===== src/rtl/dfr_pkg.sv =====
package dfr_pkg;
  typedef enum logic [1:0] {
    ST_HUNT    = 2'd0,
    ST_HEADER  = 2'd1,
    ST_PAYLOAD = 2'd2
  } dfr_state_e;
endpackage


===== src/rtl/dfr_sync_hunter.sv =====
// Counts consecutive accepted ones; fires on the one that completes the marker.
module dfr_sync_hunter #(
  parameter int SYNC_LEN = 3
) (
  input  logic clk,
  input  logic rst_n,
  input  logic en,
  input  logic clr,
  input  logic bit_in,
  output logic sync_hit
);
  localparam int RUN_W = $clog2(SYNC_LEN + 1);

  logic [RUN_W-1:0] run_q;

  assign sync_hit = en && bit_in && (run_q == RUN_W'(SYNC_LEN - 1));

  always_ff @(posedge clk) begin
    if (!rst_n) begin
      run_q <= '0;
    end else if (clr || sync_hit) begin
      run_q <= '0;
    end else if (en) begin
      run_q <= bit_in ? run_q + 1'b1 : '0;
    end
  end

  AST_RUN_BOUND: assert property (@(posedge clk) disable iff (!rst_n)
    run_q < RUN_W'(SYNC_LEN));
endmodule


===== src/rtl/dfr_shifter.sv =====
// MSB-first word assembler with a bit counter.
module dfr_shifter #(
  parameter int W = 16
) (
  input  logic         clk,
  input  logic         rst_n,
  input  logic         shift_en,
  input  logic         clr,
  input  logic         bit_in,
  output logic [W-1:0] next_word,
  output logic         full
);
  localparam int CNT_W = $clog2(W);

  logic [W-1:0]     sh_q;
  logic [CNT_W-1:0] cnt_q;

  assign next_word = {sh_q[W-2:0], bit_in};
  assign full      = shift_en && (cnt_q == CNT_W'(W - 1));

  always_ff @(posedge clk) begin
    if (!rst_n) begin
      sh_q  <= '0;
      cnt_q <= '0;
    end else if (clr) begin
      cnt_q <= '0;
    end else if (shift_en) begin
      sh_q  <= next_word;
      cnt_q <= full ? '0 : cnt_q + 1'b1;
    end
  end

  AST_CLR_RESTARTS: assert property (@(posedge clk) disable iff (!rst_n)
    clr |=> !full);
endmodule


===== src/rtl/dfr_word_counter.sv =====
// Remaining payload words of the current frame.
module dfr_word_counter #(
  parameter int LEN_W = 8
) (
  input  logic             clk,
  input  logic             rst_n,
  input  logic             load,
  input  logic [LEN_W-1:0] load_val,
  input  logic             dec,
  output logic             last
);
  logic [LEN_W-1:0] rem_q;

  assign last = (rem_q == LEN_W'(1));

  always_ff @(posedge clk) begin
    if (!rst_n) begin
      rem_q <= '0;
    end else if (load) begin
      rem_q <= load_val;
    end else if (dec) begin
      rem_q <= rem_q - 1'b1;
    end
  end

  AST_NO_UNDERFLOW: assert property (@(posedge clk) disable iff (!rst_n)
    dec |-> (rem_q != '0));
endmodule


===== src/rtl/frame_deframer.sv =====
module frame_deframer
  import dfr_pkg::*;
#(
  parameter int WORD_W   = 16,
  parameter int TYPE_W   = 8,
  parameter int SYNC_LEN = 3,
  localparam int LEN_W   = WORD_W - TYPE_W
) (
  input  logic              clk,
  input  logic              rst_n,
  input  logic              bit_vld,
  input  logic              bit_dat,
  input  logic              sync_err,
  output logic              hdr_vld,
  output logic [TYPE_W-1:0] hdr_type,
  output logic [LEN_W-1:0]  hdr_len,
  output logic              word_vld,
  output logic [WORD_W-1:0] word_dat,
  output logic              word_sof,
  output logic              word_eof,
  output logic              frame_bad
);
  function automatic logic [TYPE_W-1:0] type_of(input logic [WORD_W-1:0] h);
    return h[WORD_W-1 -: TYPE_W];
  endfunction

  function automatic logic [LEN_W-1:0] len_of(input logic [WORD_W-1:0] h);
    return h[LEN_W-1:0];
  endfunction

  dfr_state_e        state_q;
  logic              accept, hunt_en, shift_en, shift_clr;
  logic              sync_hit, full, last_word, first_q;
  logic              hdr_done, word_done, len_zero;
  logic [WORD_W-1:0] next_word;

  // Named internal events
  assign accept    = bit_vld && !sync_err;
  assign hunt_en   = accept && (state_q == ST_HUNT);
  assign shift_en  = accept && (state_q != ST_HUNT);
  assign shift_clr = sync_err || (state_q == ST_HUNT);
  assign hdr_done  = full && (state_q == ST_HEADER);
  assign word_done = full && (state_q == ST_PAYLOAD);
  assign len_zero  = (len_of(next_word) == '0);

  dfr_sync_hunter #(.SYNC_LEN(SYNC_LEN)) i_hunter (
    .clk(clk), .rst_n(rst_n), .en(hunt_en), .clr(sync_err),
    .bit_in(bit_dat), .sync_hit(sync_hit)
  );

  dfr_shifter #(.W(WORD_W)) i_shifter (
    .clk(clk), .rst_n(rst_n), .shift_en(shift_en), .clr(shift_clr),
    .bit_in(bit_dat), .next_word(next_word), .full(full)
  );

  dfr_word_counter #(.LEN_W(LEN_W)) i_counter (
    .clk(clk), .rst_n(rst_n), .load(hdr_done), .load_val(len_of(next_word)),
    .dec(word_done), .last(last_word)
  );

  always_ff @(posedge clk) begin
    if (!rst_n) begin
      state_q <= ST_HUNT;
    end else if (sync_err) begin
      state_q <= ST_HUNT;
    end else begin
      unique case (state_q)
        ST_HUNT:    if (sync_hit)  state_q <= ST_HEADER;
        ST_HEADER:  if (hdr_done)  state_q <= len_zero ? ST_HUNT : ST_PAYLOAD;
        ST_PAYLOAD: if (word_done && last_word) state_q <= ST_HUNT;
        default:    state_q <= ST_HUNT;
      endcase
    end
  end

  always_ff @(posedge clk) begin
    if (!rst_n) begin
      first_q   <= 1'b0;
      hdr_vld   <= 1'b0;
      hdr_type  <= '0;
      hdr_len   <= '0;
      word_vld  <= 1'b0;
      word_dat  <= '0;
      word_sof  <= 1'b0;
      word_eof  <= 1'b0;
      frame_bad <= 1'b0;
    end else begin
      hdr_vld   <= hdr_done;
      word_vld  <= word_done;
      word_sof  <= word_done && first_q;
      word_eof  <= word_done && last_word;
      frame_bad <= sync_err && (state_q != ST_HUNT);
      if (hdr_done) begin
        hdr_type <= type_of(next_word);
        hdr_len  <= len_of(next_word);
        first_q  <= 1'b1;
      end else if (word_done) begin
        first_q  <= 1'b0;
      end
      if (word_done) word_dat <= next_word;
    end
  end

  AST_MARKS_NEED_WORD: assert property (@(posedge clk) disable iff (!rst_n)
    (word_sof || word_eof) |-> word_vld);
  AST_WORD_PULSE: assert property (@(posedge clk) disable iff (!rst_n)
    word_vld |=> !word_vld);
  AST_HDR_APART: assert property (@(posedge clk) disable iff (!rst_n)
    !(hdr_vld && word_vld));
  AST_ERR_SILENCES: assert property (@(posedge clk) disable iff (!rst_n)
    sync_err |=> (!word_vld && !hdr_vld));
  AST_BAD_NEEDS_ERR: assert property (@(posedge clk) disable iff (!rst_n)
    frame_bad |-> $past(sync_err));
  AST_LEN0_HUNTS: assert property (@(posedge clk) disable iff (!rst_n)
    (hdr_done && len_zero && !sync_err) |=> (state_q == ST_HUNT));
endmodule


===== config.mk =====
export PLATFORM = sky130hd
export DESIGN_NAME = frame_deframer
export DESIGN_NICKNAME = d
export VERILOG_FILES = /design/src/rtl/dfr_pkg.sv /design/src/rtl/dfr_sync_hunter.sv /design/src/rtl/dfr_shifter.sv /design/src/rtl/dfr_word_counter.sv /design/src/rtl/frame_deframer.sv
export SDC_FILE = /design/constraint.sdc
export NUM_CORES = 1
export LEC_CHECK = 0
export ABC_CLOCK_PERIOD_IN_PS = 1900
export CORE_ASPECT_RATIO = 0.7
export CORE_MARGIN = 4
export CORE_UTILIZATION = 62
export DETAILED_ROUTE_END_ITERATION = 7
export DONT_BUFFER_PORTS = 1
export PLACE_DENSITY = 0.88
export SLEW_MARGIN = 20
export SYNTH_ARGS = -nofsm -noshare
export SYNTH_HDL_FRONTEND = slang
export SYNTH_SLANG_ARGS = --single-unit

===== constraint.sdc =====
create_clock -name clk -period 1.9 [get_ports clk]
set_clock_uncertainty 0.1 [all_clocks]
set_input_delay 0.19 -clock clk [delete_from_list [all_inputs] [get_ports clk]]
set_output_delay 0.19 -clock clk [all_outputs]
set_load 0.005 [all_outputs]

==> flow_summary_export.csv <==
group,metric,value,unit
floorplanning,dieArea,5800,sq um
synthesis,synth_cells,321,
pwr,powerDensity,853,nW/um^2
floorplanning,core_area,4400,sq um
clocking,clk_latency,0.35,ns
finish,final_common_cell,"dfxtp_1",
pwr,clkPwrFrac,0.445,
synthesis,synth_area,2870,sq um
routing,vias_per_cell,6.04,
pwr,power_frac_seq,0.539,
synthesis,yosysSeqAreaShare,0.481,
clocking,cts_tree,"done",
floorplanning,ios,42,
synthesis,synth_area_leader_cell,"dfxtp_1",
synthesis,ys_types,50,
pwr,cellLeakagePower,0.00113,uW
synthesis,synth.yosys.warnings,0,
synthesis,ys_ff_latch,69,
clocking,clockRootBuffer,"clkbuf_8",
routing,first_pass_iters,5,
global_routing,track_usage,0.252,
pwr,combPwrFrac,0.017,
critical_path,crit_path_end_kind,"flop",
critical_path,max_stage_delay,0.51,ns
placed_design,dpl_worst_slack,0.151,ns
synthesis,synth_top_family_by_area,"simple AND/OR/NAND/NOR gates",
global_routing,grt_pass1_wl,11.0,mm
finish,stdcell_area,3150,sq um
critical_path,reg2reg_to,"i_counter.rem_q[4]",
synthesis,postSynthNetCount,330,
placed_design,placed_area,2910,sq um
finish,drive_gt1_frac,0.118,
finish,fill_cells,321,
critical_path,worstPathRequired,2.04,ns
hold_path,hp-class,"primary input to flop",
hold_path,min_path_cells,2,
timing,worstMarginPinSlew,0.496,ns
synthesis,synth-adder-area-share,0.0174,
clocking,htree_levels,3,
global_routing,antenna_found_initial,0,
synthesis,synth_area_leaders,"dfxtp_1 48%, mux2i_1 8.7%, a21oi_1 6.3%",
pwr,irDropWorstVdd,0.898,mV
timing,clock.fmax,0.586,GHz
hold_path,min_from,"sync_err",
global_routing,grt_pass1_vias,2166,
critical_path,crit_slowest_cell,"or3b_2",
critical_path,reg2reg_from,"i_counter.rem_q[0]",
pwr,p_int,2070,uW
finish,synthToLayoutAreaGrowth,9.68,%
synthesis,async_reset_ff_frac,0,
critical_path,startpoint_type,"flop",
synthesis,synth.area.mux_share,0.0872,
routing,wl_per_cell,17.1,microns
routing,ant_nets,0,
clocking,clock_sinks,69,
timing,setup_ws,0.192,ns
finish,layout_common_cells,"69 x dfxtp_1, 48 x nand2_1, 39 x nor2_1, 36 x a21oi_1, 25 x mux2i_1",
finish,antenna_cells,0,
placed_design,numPortBuffers,0,
timing,fin_crit,1.71,ns
timing,hold_violations,0,
synthesis,synth_compound_area_frac,0.129,
pwr,p_sw,612,uW
timing,post-route-period-util,0.899,
floorplanning,die_width,89.3,microns
synthesis,yosys.area.top_type_share,0.481,
global_routing,gr-total-overflow,0,
run_status,outcome,"complete, no violations",
finish,nNetsFinal,335,
pwr,p_sw_frac,0.228,
global_routing,grt_max_degree,52,
synthesis,synthXorXnorAreaFrac,0.00915,
floorplanning,die_y,64.9,microns
routing,drc,0,
critical_path,arrival,1.85,ns
timing,fin_tns_setup,0,ns
run,maxCapViolations,0,
clocking,clk_path_buf_depth,2,
critical_path,worstSetupPathType,"flop to flop",
critical_path,r2r_slack,0.19,ns
critical_path,path_max_fanout,7,
floorplanning,fp-row-count,20,
routing,vias,2330,
synthesis,synth_top_flop_cell,"dfxtp_1",
synthesis,synth_edf_count,0,
timing,rsz0062_at_grt,"false",
clocking,numCtsBuffers,9,
floorplanning,initial_core_util,0.652,
placed_design,post-dp-hpwl,4.39,mm
critical_path,worstRegToRegCells,5,
routing,wirelength,6.61,mm
timing,setup_viol,0,
timing,slew_headroom,0.669,
routing,drtIter0Drc,240,
placed_design,gp_congestion,0.898,
synthesis,avgSynthCellArea,8.94,sq um
synthesis,synthSimpleGateAreaFrac,0.227,
timing,slew_violations,0,
clocking,path_clk_slew,0.08,ns
hold_path,hold_end,"state_q[1]",
critical_path,crit_chain,"inv_1, ha_1, or3b_2, a21oi_1, o21ai_1",
==> state kept, by name, indices dropped and copies added, names as in the netlist <==
register         flops
first_q              1
frame_bad            1
hdr_len              8
hdr_type             8
hdr_vld              1
i_counter.rem_q      8
i_hunter.run_q       2
i_shifter.cnt_q      4
i_shifter.sh_q      15
state_q              2
word_dat            16
word_eof             1
word_sof             1
word_vld             1
==> cells by family (layout without fill, tap and decap cells) <==
kind of cell / Yosys count / in the layout
multiplexers: 25 / 25
AND/OR/NAND/NOR: 132 / 132
flip-flops: 69 / 69
AO/OA/AOI/OAI: 61 / 61
XOR/XNOR: 3 / 3
buffers and inverters: 27 / 37
adder cells (fa/ha/maj): 4 / 4
==> cells in the mapped netlist, types with 3 or more instances <==
cell type / number
and3_1: 4
mux2i_1: 25
nand2_1: 48
nor4_1: 3
a21oi_1: 36
nor2_1: 39
buf_6: 4
clkbuf_1: 9
dfxtp_1: 69
nand2b_1: 6
nand3_1: 9
nor3_1: 3
inv_1: 7
buf_2: 5
o21ai_0: 4
ha_1: 4
a31oi_1: 5
nand4_1: 3
==> power groups by stage <==
stage / clock [uW] / sequential (uW) / combinational (uW)
after global placement: 0 / 1480 / 32.9
after detailed placement: 0 / 1480 / 33.0
after global routing: 1290 / 1450 / 49.1
after CTS: 1220 / 1450 / 44.3
final: 1190 / 1450 / 45.0
after floorplan: 0 / 1480 / 27.6
==> how the worst max path moves through the flow <==
stage                       start                  to  slack, ns
6_report       i_counter.rem_q[0]  i_counter.rem_q[4]       0.19
3_5_place_dp   i_shifter.cnt_q[0]         word_dat[6]       0.15
2_1_floorplan  i_shifter.cnt_q[0]  i_counter.rem_q[2]       0.31
5_1_grt        i_shifter.cnt_q[0]         word_dat[6]       0.10
4_1_cts        i_shifter.cnt_q[0]          hdr_len[1]       0.12
3_3_place_gp   i_shifter.cnt_q[0]          state_q[1]       0.24
==> what timing repair did <==
item / in CTS / in global routing
setup buffers: 0 / 0
hold endpoints to repair: 14 / 0
setup endpoints to repair: 0 / 1
gates resized for setup: 0 / 1
hold buffers: 4 / 0
==> through the flow <==
step,util,hold slack (ns),instances,total power [uW]
final,0.715,0.0265,386,2680
after global routing,0.715,0.0377,386,2780
after CTS,0.714,0.0174,386,2710
after detailed placement,0.660,0.236,366,1510
after global placement,0.660,0.230,366,1510
after floorplan,-,0.226,321,1510
==> area by class of cell <==
cell class	instances	area (sq um)	area share
Clock buffer	9	124	0.0393
Multi-Input combinational cell	225	1350	0.429
Clock inverter	7	73.8	0.0234
Sequential cell	69	1380	0.439
Timing Repair Buffer	13	120	0.0382
Inverter	8	30.0	0.00954
Tap cell	55	68.8	0.0219
==> critical path, delay by kind of cell (launching register included) <==
family / cells / cell delay (ns)
fa+ha+maj: 1 / 0.21
simple gates: 1 / 0.51
flops: 1 / 0.41
buf+inv: 1 / 0.12
compound gates: 2 / 0.24
==> metal layers <==
| metal | GRT usage | share of wire |
|---|---|---|
| met4 | 0.104 | 0.020 |
| met1 | 0.350 | 0.45 |
| met5 | 0 | 0 |
| met3 | 0.105 | 0.096 |
| met2 | 0.340 | 0.43 |
(Power assumes the default switching activity.)
